==> src/rtl/clkout_pkg.sv <==
package clkout_pkg;

    typedef struct packed {
        logic en;
        logic tog;
    } tog_state_t;

    typedef struct packed {
        logic en;
    } gen_state_t;

endpackage

==> src/rtl/clkout_tog_chan.sv <==
module clkout_tog_chan
    import clkout_pkg::*;
(
    input  logic clk,
    input  logic rst_n,
    input  logic mode_i,
    input  logic ovf_i,
    input  logic lat_i,
    output logic pin_o
);

    tog_state_t st_d, st_q;

    always_comb begin
        st_d = st_q;
        if (mode_i) begin
            if (!st_q.en) begin
                // entering clock mode: seed from latch, fold in a coincident strobe
                st_d.tog = lat_i ^ ovf_i;
            end else begin
                st_d.tog = st_q.tog ^ ovf_i;
            end
        end
        st_d.en = mode_i;
    end

    always_ff @(posedge clk) begin
        if (!rst_n) begin
            st_q <= '0;
        end else begin
            st_q <= st_d;
        end
    end

    assign pin_o = st_q.en ? st_q.tog : lat_i;

endmodule

==> src/rtl/clkout_gen_chan.sv <==
module clkout_gen_chan
    import clkout_pkg::*;
(
    input  logic clk,
    input  logic rst_n,
    input  logic mode_i,
    input  logic gen_clk_i,
    input  logic lat_i,
    output logic pin_o
);

    gen_state_t st_d, st_q;

    always_comb begin
        st_d    = st_q;
        st_d.en = mode_i;
    end

    always_ff @(posedge clk) begin
        if (!rst_n) begin
            st_q <= '0;
        end else begin
            st_q <= st_d;
        end
    end

    assign pin_o = st_q.en ? gen_clk_i : lat_i;

endmodule

==> src/rtl/clkout_pins.sv <==
module clkout_pins #(
    parameter int N_TOG = 2,
    parameter int N_GEN = 1
) (
    input  logic                     clk,
    input  logic                     rst_n,
    input  logic [N_TOG+N_GEN-1:0]   mode_i,
    input  logic [N_TOG-1:0]         ovf_i,
    input  logic                     gen_clk_i,
    input  logic [N_TOG+N_GEN-1:0]   lat_i,
    output logic [N_TOG+N_GEN-1:0]   pin_o
);

    localparam int N_PIN = N_TOG + N_GEN;

    for (genvar i = 0; i < N_TOG; i++) begin : g_tog
        clkout_tog_chan u_chan (
            .clk    (clk),
            .rst_n  (rst_n),
            .mode_i (mode_i[i]),
            .ovf_i  (ovf_i[i]),
            .lat_i  (lat_i[i]),
            .pin_o  (pin_o[i])
        );
    end

    for (genvar j = N_TOG; j < N_PIN; j++) begin : g_gen
        clkout_gen_chan u_chan (
            .clk       (clk),
            .rst_n     (rst_n),
            .mode_i    (mode_i[j]),
            .gen_clk_i (gen_clk_i),
            .lat_i     (lat_i[j]),
            .pin_o     (pin_o[j])
        );
    end

endmodule

==> config.mk <==
export PLATFORM = sky130hd
export DESIGN_NAME = clkout_pins
export DESIGN_NICKNAME = d
export VERILOG_FILES = /design/src/rtl/clkout_pkg.sv /design/src/rtl/clkout_tog_chan.sv /design/src/rtl/clkout_gen_chan.sv /design/src/rtl/clkout_pins.sv
export SDC_FILE = /design/constraint.sdc
export NUM_CORES = 1
export LEC_CHECK = 0
export BUFFER_PORTS_ARGS = -buffer_cell sky130_fd_sc_hd__buf_2
export CAP_MARGIN = 20
export CORE_AREA = 2 2 39 41
export CTS_CLUSTER_DIAMETER = 200
export DETAILED_ROUTE_END_ITERATION = 6
export DIE_AREA = 0 0 41 43
export SYNTH_ARGS = -nofsm -noshare
export SYNTH_HDL_FRONTEND = slang
export SYNTH_SLANG_ARGS = --single-unit
==> constraint.sdc <==
create_clock -name clk -period 0.8 [get_ports clk]
set_input_delay 0.08 -clock clk [delete_from_list [all_inputs] [get_ports clk]]
set_output_delay 0.08 -clock clk [all_outputs]
set_load 0.01 [all_outputs]
==> flow_metrics.env <==
export IMPL_die_h_um=43
export IMPL_syn_area_um2=275
export IMPL_grt_max_degree=6
export IMPL_cts_setup_buffers=0
export IMPL_p_comb_share_pct=22.0
export IMPL_viasPerCell=4.24
export IMPL_clkLatencyLatePin_ns=0.24
export IMPL_sequentialPowerShare_pct=38.8
export IMPL_first_pass_iters=2
export IMPL_cap_violations=0
export IMPL_syn_avg_cell_area_um2=9.18
export IMPL_htree_levels=1
export IMPL_max_vdd_ir_drop_uv=675
export IMPL_ys_types=11
export IMPL_p_leak_uw=0.000214
export IMPL_initialDrtViolationCount=1
export IMPL_track_usage_pct=8.13
export IMPL_overflow=0
export IMPL_p_sw_uw=165
export IMPL_synth_nets=41
export IMPL_wl_per_cell_um=8.95
export IMPL_fin_crit_ns=1.05
export IMPL_worst_ep_arrival_time_ns=0.97
export IMPL_cts_buffer_depth=2
export IMPL_synthCells=30
export IMPL_hp_class="in -> reg"
export IMPL_cp_max_fo=1
export IMPL_fin_tns_setup_ns=-0.893
export IMPL_path_cells="mux2_4 > buf_6"
export IMPL_cts_made_buffers=3
export IMPL_final_hold_viol_count=0
export IMPL_status="complete, but fails checks"
export IMPL_yosysTopAreaCellShare_pct=36.4
export IMPL_postRouteAntennaNets=0
export IMPL_dpl_hpwl_um=444
export IMPL_synth_edf_count=0
export IMPL_grt_pass1_vias=260
export IMPL_start_util_pct=19.9
export IMPL_synthTopCellsByCount="5 x dfxtp_1, 4 x nand2_1, 4 x nand2b_1"
export IMPL_p_sw_share_pct=22.7
export IMPL_clockPowerShare_pct=39.2
export IMPL_diodes=0
export IMPL_postLayoutCellArea_um2=445
export IMPL_clkTransAtPathRegs_ns=0.04
export IMPL_fillers=154
export IMPL_nets=59
export IMPL_synthTopCellsByArea="dfxtp_1 36%, nand2b_1 9.1%, buf_4 8.2%"
export IMPL_endpoint_kind="output pin"
export IMPL_holdBufCountCts=0
export IMPL_seqCellArea_um2=106
export IMPL_port_buffers=13
export IMPL_area_delta_synth_final_pct=61.8
export IMPL_whs_path_depth=2
export IMPL_r2r_cells=3
export IMPL_clock_sinks=5
export IMPL_yosys_warnings=0
export IMPL_ios=14
export IMPL_synth_seq_cells=5
export IMPL_slew_violations=0
export IMPL_critPathKind="reg -> out"
export IMPL_place_congestion=0.776
export IMPL_die_area_mm2=0.00176
export IMPL_layout_drive_gt1_share_pct=63.8
export IMPL_fmax_ghz=0.953
export IMPL_die_w_um=41
export IMPL_holdPathEnd="g_gen[2].u_chan.st_q"
export IMPL_fin_worst_skew_ns=0.0000583
export IMPL_cts_tree="built"
export IMPL_dp_slack_ns=-0.147
export IMPL_seq_area_frac_synth_pct=36.4
export IMPL_slew_headroom_pct=90.3
export IMPL_critical_path_required_ns=0.72
export IMPL_worst_r2r_endpoint="g_tog[0].u_chan.st_q[0]"
export IMPL_rows=14
export IMPL_cts_root_buf="clkbuf_4"
export IMPL_r2r_slack_ns=-0.17
export IMPL_intPower_uw=561
export IMPL_cp_slowest_cell="dfxtp_2"
export IMPL_place_area_um2=364
export IMPL_yosysTopAreaCell="dfxtp_1"
export IMPL_synth_most_common_cell="dfxtp_1"
export IMPL_rsz0062_at_grt="true"
export IMPL_power_density_mw_per_mm2=1630
export IMPL_finalSetupViolations=5
export IMPL_worst_slew_pin_slew_ns=0.141
export IMPL_min_from="mode_i[2]"
export IMPL_setup_ws_ns=-0.249
export IMPL_grt_first_pass_wirelength_um=924
export IMPL_vias=267
export IMPL_wirelength_um=564
export IMPL_drcViolationCount=0
export IMPL_crit_path_start_kind="flip-flop"
export IMPL_postLayoutCoreUtil_pct=32.2
export IMPL_multiInputGateArea_um2=179
export IMPL_core_area_mm2=0.00138
export IMPL_antenna_found_initial=0
export IMPL_violations="setup timing"
export IMPL_ys_flop_type="dfxtp_1"
export IMPL_synthArstFlopShare_pct=0
export IMPL_r2r_start="g_tog[0].u_chan.st_q[1]"
export IMPL_fin_crit_sh_pct=131
export IMPL_slowest_delay_ns=0.32
power by group through the flow:
stage / Combinational, uW / Sequential, uW / Clock [uW]
after floorplan: 81.6 / 280 / 0
after global placement: 124 / 279 / 0
after detailed placement: 126 / 280 / 0
after CTS: 148 / 282 / 301
after global routing: 177 / 284 / 320
final: 160 / 281 / 285
what timing repair did:
| item | CTS | global route |
|---|---|---|
| cloned | 0 | 0 |
| resized for setup | 11 | 4 |
| endpoints found under the setup margin | 5 | 5 |
| hold endpoints to repair | 0 | 0 |
| pin swaps | 0 | 1 |
worst max path at each step:
| stage | startpoint | to | cells after the start |
|---|---|---|---|
| global placement | g_tog[0].u_chan.st_q[1] | g_tog[0].u_chan.st_q[0] | 3 |
| global route | g_gen[2].u_chan.st_q | pin_o[2] | 2 |
| CTS | g_gen[2].u_chan.st_q | pin_o[2] | 2 |
| finish | g_gen[2].u_chan.st_q | pin_o[2] | 2 |
| floorplan | g_tog[0].u_chan.st_q[1] | g_tog[0].u_chan.st_q[0] | 3 |
| detailed placement | g_tog[1].u_chan.st_q[1] | g_tog[1].u_chan.st_q[0] | 3 |
metrics by stage:
stage / total power (uW) / hold WS, ns / cells
3_5_place_dp: 406 / 0.304 / 59
4_1_cts: 731 / 0.0517 / 63
2_1_floorplan: 361 / 0.202 / 30
6_report: 726 / 0.0542 / 63
3_3_place_gp: 403 / 0.292 / 59
5_1_grt: 781 / 0.0487 / 63
placed cells by master, fill, tap and decap left out, drive strengths merged:
master  Yosys  routed
a32o        2       2
and2        3       3
buf         3      16
clkbuf      0       4
dfxtp       5       5
mux2        1       1
mux2i       2       2
nand2       4       4
nand2b      4       4
nand3       2       2
or2b        2       2
or3b        2       2
cell families (layout without fill, tap and decap cells):
kind of cell           count (synthesis)  in the layout  share of synthesized area, %
AND/OR/NAND/NOR                       17             17                          36.8
flip-flops                             5              5                          36.4
multiplexers                           3              3                          11.4
buffers and inverters                  3             20                          8.18
AO/OA/AOI/OAI                          2              2                          7.27
worst max-delay path: cells and delay by family, from the launching register on:
family / cells / cell delay (ns)
mux: 1 / 0.29
flops: 1 / 0.32
buf+inv: 1 / 0.12
state kept, by name, summed over array words and instances, names as in the netlist:
| register | count |
|---|---|
| g_tog.u_chan.st_q | 4 |
| g_gen.u_chan.st_q | 1 |
layer usage:
layer,global-route usage [%],share of wire [%],up-vias
met4,4.00,0,0
li1,-,-,134
met2,12.2,54,8
met5,0,0,-
met3,6.28,7.1,0
met1,7.72,38,125
cell type report:
class | count | share of cell area [%]
Sequential cell | 5 | 23.9
Timing Repair Buffer | 16 | 25.6
Tap cell | 16 | 4.49
Multi-Input combinational cell | 22 | 40.2
Clock buffer | 4 | 5.90
No activity file was read; power rests on OpenSTA's default activity.
